File: config.mk
export PLATFORM = sky130hd
export DESIGN_NAME = uart_rx_status
export DESIGN_NICKNAME = d
export VERILOG_FILES = /design/src/rtl/urx_pkg.sv /design/src/rtl/urx_sampler.sv /design/src/rtl/urx_store.sv /design/src/rtl/uart_rx_status.sv
export SDC_FILE = /design/constraint.sdc
export NUM_CORES = 1
export LEC_CHECK = 0
export CORE_MARGIN = 2
export CORE_UTILIZATION = 35
export DETAILED_ROUTE_END_ITERATION = 10
export SYNTH_ARGS = -nofsm -noshare
export SYNTH_HDL_FRONTEND = slang
export SYNTH_SLANG_ARGS = --single-unit
File: constraint.sdc
create_clock -name clk -period 2.5 [get_ports clk]
set_input_delay 0.5 -clock clk [delete_from_list [all_inputs] [get_ports clk]]
set_output_delay 0.5 -clock clk [all_outputs]
set_load 0.02 [all_outputs]
File: src/rtl/urx_pkg.sv
package urx_pkg;

    localparam int DATA_W = 8;
    localparam int MIN_BITS = 5;

    typedef enum logic [2:0] {
        RS_IDLE,
        RS_START,
        RS_DATA,
        RS_PAR,
        RS_STOP,
        RS_BRKWAIT
    } rx_state_t;

    typedef enum logic [1:0] {
        PM_NONE = 2'b00,
        PM_EVEN = 2'b01,
        PM_ODD  = 2'b10,
        PM_ADDR = 2'b11
    } par_mode_t;

    typedef struct packed {
        logic              brk;
        logic              ferr;
        logic              perr;
        logic [DATA_W-1:0] data;
    } rx_entry_t;

    // number of data bits selected by the two-bit length code
    function automatic logic [3:0] char_bits(input logic [1:0] code);
        return 4'(MIN_BITS) + {2'b00, code};
    endfunction

    // parity flag: mismatch in even/odd, raw slot value in multidrop
    function automatic logic par_flag(input logic [DATA_W-1:0] d,
                                      input logic pbit,
                                      input par_mode_t mode);
        logic f;
        unique case (mode)
            PM_NONE: f = 1'b0;
            PM_EVEN: f = (^d) ^ pbit;
            PM_ODD:  f = ~((^d) ^ pbit);
            PM_ADDR: f = pbit;
            default: f = 1'b0;
        endcase
        return f;
    endfunction

endpackage

File: src/rtl/urx_sampler.sv
module urx_sampler
    import urx_pkg::*;
#(
    parameter int OVS = 16
) (
    input  logic      clk,
    input  logic      rst,
    input  logic      tick,
    input  logic      rxd_async,
    input  logic [1:0] len_code,
    input  par_mode_t mode,
    output logic      start_ok,
    output logic      char_done,
    output rx_entry_t char_out
);

    localparam int CW = $clog2(OVS);
    localparam logic [CW-1:0] LAST = CW'(OVS - 1);
    localparam logic [CW-1:0] HALF = CW'(OVS / 2 - 1);
    localparam int BW = $clog2(DATA_W);

    logic [1:0]        sync_q;
    logic              rx;
    rx_state_t         state;
    logic [CW-1:0]     cnt;
    logic [BW-1:0]     bit_idx;
    logic [BW-1:0]     last_bit;
    logic [DATA_W-1:0] shreg;
    logic              pbit;
    logic              frame_brk;
    rx_entry_t         frame_entry;

    always_ff @(posedge clk) begin
        if (rst) sync_q <= 2'b11;
        else     sync_q <= {sync_q[0], rxd_async};
    end
    assign rx = sync_q[1];

    assign last_bit = BW'(char_bits(len_code) - 4'd1);

    // completed character as seen at the stop-bit sample
    always_comb begin
        frame_brk = !rx && (shreg == '0) && ((mode == PM_NONE) || !pbit);
        frame_entry.data = shreg;
        frame_entry.ferr = !rx;
        frame_entry.brk  = frame_brk;
        frame_entry.perr = frame_brk ? 1'b0 : par_flag(shreg, pbit, mode);
    end

    always_ff @(posedge clk) begin
        if (rst) begin
            state     <= RS_IDLE;
            cnt       <= '0;
            bit_idx   <= '0;
            shreg     <= '0;
            pbit      <= 1'b0;
            start_ok  <= 1'b0;
            char_done <= 1'b0;
            char_out  <= '0;
        end else begin
            start_ok  <= 1'b0;
            char_done <= 1'b0;
            if (tick) begin
                unique case (state)
                    RS_IDLE: begin
                        if (!rx) begin
                            state <= RS_START;
                            cnt   <= '0;
                        end
                    end
                    RS_START: begin
                        if (cnt == HALF) begin
                            cnt <= '0;
                            if (!rx) begin
                                state    <= RS_DATA;
                                start_ok <= 1'b1;
                                shreg    <= '0;
                                bit_idx  <= '0;
                                pbit     <= 1'b0;
                            end else begin
                                state <= RS_IDLE;
                            end
                        end else begin
                            cnt <= cnt + 1'b1;
                        end
                    end
                    RS_DATA: begin
                        if (cnt == LAST) begin
                            cnt            <= '0;
                            shreg[bit_idx] <= rx;
                            if (bit_idx == last_bit)
                                state <= (mode == PM_NONE) ? RS_STOP : RS_PAR;
                            else
                                bit_idx <= bit_idx + 1'b1;
                        end else begin
                            cnt <= cnt + 1'b1;
                        end
                    end
                    RS_PAR: begin
                        if (cnt == LAST) begin
                            cnt   <= '0;
                            pbit  <= rx;
                            state <= RS_STOP;
                        end else begin
                            cnt <= cnt + 1'b1;
                        end
                    end
                    RS_STOP: begin
                        if (cnt == LAST) begin
                            cnt       <= '0;
                            char_done <= 1'b1;
                            char_out  <= frame_entry;
                            state     <= frame_brk ? RS_BRKWAIT : RS_IDLE;
                        end else begin
                            cnt <= cnt + 1'b1;
                        end
                    end
                    RS_BRKWAIT: begin
                        if (!rx) begin
                            cnt <= '0;
                        end else if (cnt == HALF) begin
                            cnt   <= '0;
                            state <= RS_IDLE;
                        end else begin
                            cnt <= cnt + 1'b1;
                        end
                    end
                    default: state <= RS_IDLE;
                endcase
            end
        end
    end

endmodule

File: src/rtl/urx_store.sv
module urx_store
    import urx_pkg::*;
#(
    parameter int DEPTH = 3
) (
    input  logic      clk,
    input  logic      rst,
    input  logic      char_done,
    input  rx_entry_t char_in,
    input  logic      start_ok,
    input  logic      rd,
    input  logic      clr,
    output rx_entry_t head,
    output logic      ready,
    output logic      full,
    output logic      ovr
);

    localparam int PW = (DEPTH > 1) ? $clog2(DEPTH) : 1;
    localparam int CW = $clog2(DEPTH + 1);
    localparam logic [CW-1:0] CNT_MAX = CW'(DEPTH);
    localparam logic [PW-1:0] PTR_MAX = PW'(DEPTH - 1);

    rx_entry_t     mem [DEPTH];
    logic [PW-1:0] rd_ptr;
    logic [PW-1:0] wr_ptr;
    logic [CW-1:0] count;
    rx_entry_t     hold;
    logic          hold_v;

    logic          pop;
    logic          space;
    logic          src_v;
    rx_entry_t     src;
    logic          do_wr;
    logic          ovr_set;

    function automatic logic [PW-1:0] bump(input logic [PW-1:0] p);
        return (p == PTR_MAX) ? '0 : p + 1'b1;
    endfunction

    always_comb begin
        pop     = rd && (count != '0);
        space   = (count != CNT_MAX) || pop;
        src_v   = hold_v || char_done;
        src     = hold_v ? hold : char_in;
        do_wr   = src_v && space;
        ovr_set = hold_v && !do_wr && (char_done || start_ok);
    end

    always_ff @(posedge clk) begin
        if (rst) begin
            for (int i = 0; i < DEPTH; i++) mem[i] <= '0;
            wr_ptr <= '0;
        end else if (do_wr) begin
            mem[wr_ptr] <= src;
            wr_ptr      <= bump(wr_ptr);
        end
    end

    always_ff @(posedge clk) begin
        if (rst) begin
            rd_ptr <= '0;
            count  <= '0;
        end else begin
            if (pop) rd_ptr <= bump(rd_ptr);
            unique case ({do_wr, pop})
                2'b10:   count <= count + 1'b1;
                2'b01:   count <= count - 1'b1;
                default: count <= count;
            endcase
        end
    end

    // single holding stage behind a full queue
    always_ff @(posedge clk) begin
        if (rst) begin
            hold   <= '0;
            hold_v <= 1'b0;
        end else if (hold_v) begin
            if (do_wr) begin
                hold_v <= char_done;
                if (char_done) hold <= char_in;
            end else if (char_done) begin
                hold <= char_in;
            end else if (start_ok) begin
                hold_v <= 1'b0;
            end
        end else if (char_done && !space) begin
            hold   <= char_in;
            hold_v <= 1'b1;
        end
    end

    always_ff @(posedge clk) begin
        if (rst)          ovr <= 1'b0;
        else if (ovr_set) ovr <= 1'b1;
        else if (clr)     ovr <= 1'b0;
    end

    assign head  = mem[rd_ptr];
    assign ready = (count != '0);
    assign full  = (count == CNT_MAX);

endmodule

File: src/rtl/uart_rx_status.sv
module uart_rx_status
    import urx_pkg::*;
#(
    parameter int OVS   = 16,
    parameter int DEPTH = 3
) (
    input  logic              clk,
    input  logic              rst,
    input  logic              baud_tick,
    input  logic              rxd,
    input  logic [1:0]        len_code,
    input  logic [1:0]        par_mode,
    input  logic              rd_strobe,
    input  logic              clr_err,
    output logic              rx_ready,
    output logic              fifo_full,
    output logic              overrun,
    output logic [DATA_W-1:0] rx_data,
    output logic              rx_break,
    output logic              rx_ferr,
    output logic              rx_perr
);

    logic      start_ok;
    logic      char_done;
    rx_entry_t char_ent;
    rx_entry_t head;
    par_mode_t mode;

    assign mode = par_mode_t'(par_mode);

    urx_sampler #(.OVS(OVS)) u_samp (
        .clk       (clk),
        .rst       (rst),
        .tick      (baud_tick),
        .rxd_async (rxd),
        .len_code  (len_code),
        .mode      (mode),
        .start_ok  (start_ok),
        .char_done (char_done),
        .char_out  (char_ent)
    );

    urx_store #(.DEPTH(DEPTH)) u_store (
        .clk       (clk),
        .rst       (rst),
        .char_done (char_done),
        .char_in   (char_ent),
        .start_ok  (start_ok),
        .rd        (rd_strobe),
        .clr       (clr_err),
        .head      (head),
        .ready     (rx_ready),
        .full      (fifo_full),
        .ovr       (overrun)
    );

    assign rx_data  = head.data;
    assign rx_break = head.brk;
    assign rx_ferr  = head.ferr;
    assign rx_perr  = head.perr;

endmodule

-- Word-level counts from Yosys, hierarchy flattened
Memory sizes are Yosys's and may differ from the RTL's. A register that Yosys moved wholly into a read port is not among the register bits.
Index checks and enable logic that the tools add are counted.
- register bits after elaboration: 53
- RAM bits: 33
- input port bits: 10
- output and inout bits: 14
- memories: 1
- $add $sub $neg: 8
- magnitude comparators: 2
- equality and inequality tests: 28
- muxes and demuxes: 61
- bitwise operators: 6
- reductions and logical operators: 38
- memories (memory ; depth ; width ; rd ports ; clocked after memory_dff ; wr ports ; RTL line ; RTL):
    u_store.mem ; 3 ; 11 ; 1 ; 1 ; 3 ; urx_store.sv:24 ; rx_entry_t mem [DEPTH];
- operator list (operator ; number):
    two-way mux 11 bit ; 5
    two-way mux 3 bit ; 14
    two-way mux 8 bit ; 3
    two-way mux 1 bit ; 20
    case mux 3 bit (6 select lines) ; 1
    two-way mux 4 bit ; 4
    case mux 4 bit (4 select lines) ; 1
    case mux 8 bit (2 select lines) ; 1
    inequality test 2 x 1 -> 1 bit, second input constant ; 7
    equality test 2 bit, second input constant ; 6
    two-way mux 2 bit ; 6
    nonzero test 2 bit ; 6
    OR reduction 11 bit ; 1
    inequality test 2 bit, second input constant ; 5
    AND reduction 5 bit ; 2
    AND reduction 9 bit ; 1
    bitwise mux 8 bit ; 1
    logical AND 1 bit ; 8
    zero test 8 bit ; 1
    parity 8 bit ; 1
    adder 2 x 1 -> 2 bit, second input constant ; 3
    equality test 3 x 2 -> 1 bit, second input constant ; 2
    equality test 3 bit, second input constant ; 2
    case mux 3 bit (2 select lines) ; 1
    28 further kinds ; 41

-- Logic depth before layout (Yosys ltp)
- depth in word-level cells: 9
- depth in mapped cells: 8
- gate-level depth less buffers: 7

-- Modules after synthesis
A second synthesis with hierarchy kept.
- cell total of the unflattened synthesis: 444
- area total of the unflattened synthesis: 4677.0 µm²
- modules (own cells, without submodules) (module ; instances ; cells an instance ; area an instance (µm²) ; sequential area each (µm²)):
    urx_store ; 1 ; 224 ; 2822.7 ; 1741.7
    urx_sampler ; 1 ; 220 ; 1854.3 ; 680.7

-- Least setup slack after synthesis
No wires, ideal clock.
- path type: in2reg
- start point: in rd_strobe
- end point: mem u_store.mem[0][0] (netlist name) (enable)
- setup time: 0.325 ns
- arrival time: 1.569 ns
- slack: 0.606 ns
- cell stages on the path: 5
- path buffers: 1
- cells stage by stage: o22ai_1 nor2_1 nand2_1 clkbuf_1 nand2_1
- RTL lines (element ; RTL line ; RTL):
    start, declared ; uart_rx_status.sv:13 ; input logic rd_strobe,
    end, declared ; urx_store.sv:24 ;

==> results.txt <==
----------------------------------------------------
[STA]
  Number of max-slew violations in the final report ... 0
  Fin Setup TNS ... 0 ps
  Final setup slack of the worst path ... ~77 ps
  Rel. slew slack ... 0.558
  Unrepaired setup endpoints after global routing ... false
  Final period utilization ... 0.969
  Maximum clock frequency ... a little over 400 MHz
  Endpoints failing setup ... 0
  Worst clock skew ... between 6 and 7 ps
  Worst Max-Slew Pin Slew ... roughly 650 ps
  Final min period ... 2420 ps
  Number of failing hold endpoints at the final stage ... 0

[Critical path]
  Reg2Reg Depth ... 6
  Worst reg-to-reg setup slack ... between 400 and 500 ps
  Kind of capture point of the worst setup path ... primary output
  Highest fanout seen on the critical path ... 11
  Arrival time reported for the critical path endpoint ... 1920 ps
  Startpoint type of the worst setup path ... flip-flop
  Required time reported for the critical path endpoint ... approximately 2000 ps
  Worst Path Buf+Inv ... 2
  Standard cell with the maximum stage delay on the critical path ... clkdlybuf4s50_1
  CP Class ... reg2out
  Cell family with the largest share of critical-path delay ... buffers and inverters
  Delay of the slowest cell on the worst path ... 550 ps
  Series of cell instances along the critical path ... buf_6, mux4_2, clkdlybuf4s50_1
  End of the worst register-to-register path ... u_samp.state[2]$_SDFFE_PP0P_
  Critical register-to-register path startpoint ... u_samp.cnt[0]$_SDFFE_PP0P_

[Clock tree]
  Clock insertion delay at the later pin of the skew report ... between 300 and 400 ps
  Clock tree buffer depth ... 2
  Number of H-tree branching levels ... 3
  CTS tree ... yes
  Cell at the root of the clock tree ... clkbuf_16
  Clock-pin slew reported for the worst setup and hold paths after clock tree synthesis ... roughly 70 ps
  Count of clock tree sinks ... between 90 and 100
  Number of buffers created by CTS ... 9
  Cts-stage hold buffer count ... 0

[Hold path]
  Worst hold path startpoint ... u_samp.sync_q[0]$_SDFF_PP1_
  Number of cells on the worst hold path ... 1
  Hold endpoint ... u_samp.sync_q[1]$_SDFF_PP1_
  Class of the most critical hold timing path ... reg2reg

[Synth]
  Seq cells post-synth ... 99
  Async set or reset register ratio after synthesis ... 0
  Total standard cell area after synthesis ... 0.00457 mm2
  Register area share after synthesis ... 0.531
  Synthesized area per cell ... 10.2 um2
  Number of synthesis warnings ... 0
  Most frequent cells after synthesis ... nor2_1, dfxtp_1, edfxtp_1, a21oi_1, inv_1
  Synthesized netlist net count ... 465
  Top cell type's share of synthesized area ... 0.289
  EDFF count, synth ... 44
  Count leader, synth ... nor2_1
  Post-synthesis cell type with the largest combined area ... edfxtp_1
  Post-Synthesis Cells ... about 450
  Number of distinct standard cells referenced by the synthesized netlist ... between 40 and 50
  Most used flip-flop cell after synthesis ... dfxtp_1
  Top area cells in the synthesized netlist ... edfxtp_1, dfxtp_1, nor2_1

[Placed design]
  Number of buffers added on ports ... 23
  Worst setup slack before clock tree synthesis ... about 210 ps
  Placed wire-length estimate ... ~6.4 mm
  Cell area reported after detailed placement ... between 0.005 and 0.006 mm2
  Gp weighted congestion ... roughly 0.74

[Power]
  Power per cell area ... 611 mW/mm2
  VDD IR max ... 0.332 mV
  Leakage power ... between 2 and 2.5 nW

[Finish]
  Proportion of layout cells with a drive suffix above 1 ... 0.123
  Antenna fix cells ... 0
  Total area of multi-input combinational cells ... approximately 0.0019 mm2
  Layout net count ... just under 500
  Final Util ... 0.422
  Total area of sequential cells ... approximately 0.0024 mm2
  Synth-to-layout area growth ... 17.1%
  Layout filler cell count ... around 1,200
  Final Cell Area ... between 0.005 and 0.006 mm2

[Die]
  Core area ... 0.0127 mm2
  Cell Rows ... 41
  Width of the chip ... between 100 and 150 um
  Initial core utilization ... 0.360
  Die Area ... 0.0140 mm2
  Die height ... around 120 um
  I/O pin total ... 24

[Global routing]
  Largest net degree at the start of global routing ... 26
  Global-route congestion overflow total ... 0
  First-pass GRT wire length ... about 16 mm
  GRT Total Usage ... 0.141
  Vias in the first global route ... about 3,100
  Antenna violations before repair ... 0

[Routing]
  DRC Markers ... 0
  Number of DRC markers in iteration 0 ... 181
  Routed len/inst ... between 10 and 15 um
  Total detailed-routing wirelength ... ~9.3 mm
  Via count ... between 3,000 and 4,000
  Via/cell ratio ... between 4 and 5
  Number of optimization iterations in the first detailed-route pass ... 4
  Post-route ant nets ... 0

[Flow run]
  Max-capacitance violation count ... 0

[Run status]
  Outcome ... finished, final reports clean

----------------------------------------------------
==> timing repair <==
item                       CTS  global route
gates resized for setup      3             8
setup buffers                0             0
setup endpoints to repair    7             8
==> logic make-up (layout without fill, tap and decap cells) <==
group | after synthesis | in the layout | share of synthesized area
buffers and inverters | 53 | 85 | 0.0493
DFF | 99 | 99 | 0.531
and+or+nand+nor | 173 | 173 | 0.178
AOI/OAI and AO/OA | 71 | 71 | 0.0959
xor gates and xnor gates | 8 | 8 | 0.0153
adders and majority gates | 7 | 7 | 0.0192
muxes | 37 | 37 | 0.111
==> area by class of cell <==
| class | count | area share |
|---|---|---|
| sequential | 99 | 0.453 |
| multi-input combinational | 296 | 0.359 |
| timing repair buffer | 42 | 0.0730 |
| clock buffer | 9 | 0.0421 |
| tap | 172 | 0.0402 |
| inverter | 27 | 0.0190 |
| clock inverter | 7 | 0.0138 |
==> registers in the layout, indices dropped and copies added (netlist names), 3 cells and up, named ones only <==
name,flops
u_samp.bit_idx,3
u_samp.shreg,8
u_samp.char_out,11
u_samp.state,3
u_store.hold,11
u_store.mem,44
u_samp.cnt,4
==> metrics by stage <==
stage | std cells | hold WS (ps) | total power (W)
2_1_floorplan | 448 | 389 | 0.00184
3_3_place_gp | 636 | 396 | 0.00190
3_5_place_dp | 636 | 399 | 0.00190
4_1_cts | 652 | 415 | 0.00330
5_1_grt | 652 | 426 | 0.00338
6_report | 652 | 410 | 0.00327
==> power by group <==
| group | total (W) | internal (W) | switching, W |
|---|---|---|---|
| logic | 0.000134 | 0.0000597 | 0.0000747 |
| registers | 0.00173 | 0.00171 | 0.0000146 |
| clock network | 0.00141 | 0.000784 | 0.000624 |
==> cells in the final DEF, fill, tap and decap left out, drive strengths merged, types with 3 or more instances in the layout <==
master,instances
nand3,15
dlymetal6s2s,8
o31ai,3
inv,30
nand3b,4
nor3,14
xnor2,6
nand2b,7
nor2,84
mux4,11
clkdlybuf4s50,13
nor2b,3
o21ai,14
buf,20
a31oi,5
a21oi,33
nand2,26
or2,3
mux2i,26
dfxtp,55
ha,7
clkbuf,9
o21a,3
edfxtp,44
nand4,4
==> worst max path at each step <==
stage / from / endpoint / slack, ps / cells after the start
2_1_floorplan: rd_strobe / u_store.mem[0][0]$_SDFFCE_PN0P_ / 610 / 5
3_5_place_dp: rd_strobe / u_store.count[1]$_SDFFE_PP0P_ / 210 / 5
4_1_cts: flip-flop / rx_data[5] / 30 / 3
5_1_grt: flip-flop / rx_data[0] / 0.6 / 3
6_report: flip-flop / rx_data[6] / 80 / 3
3_3_place_gp: baud_tick / u_samp.char_out[10]$_SDFFE_PP0P_ / 270 / 6
==> metal layers <==
layer	up-vias	routed length, um	share of wire	track usage
met4	0	142	0.015	0.0535
met1	1540	4250	0.46	0.174
met5	-	0	0	0
li1	1637	-	-	-
met2	54	4520	0.49	0.235
met3	11	351	0.038	0.0362
Note: power is estimated with default switching activity, not from simulation.
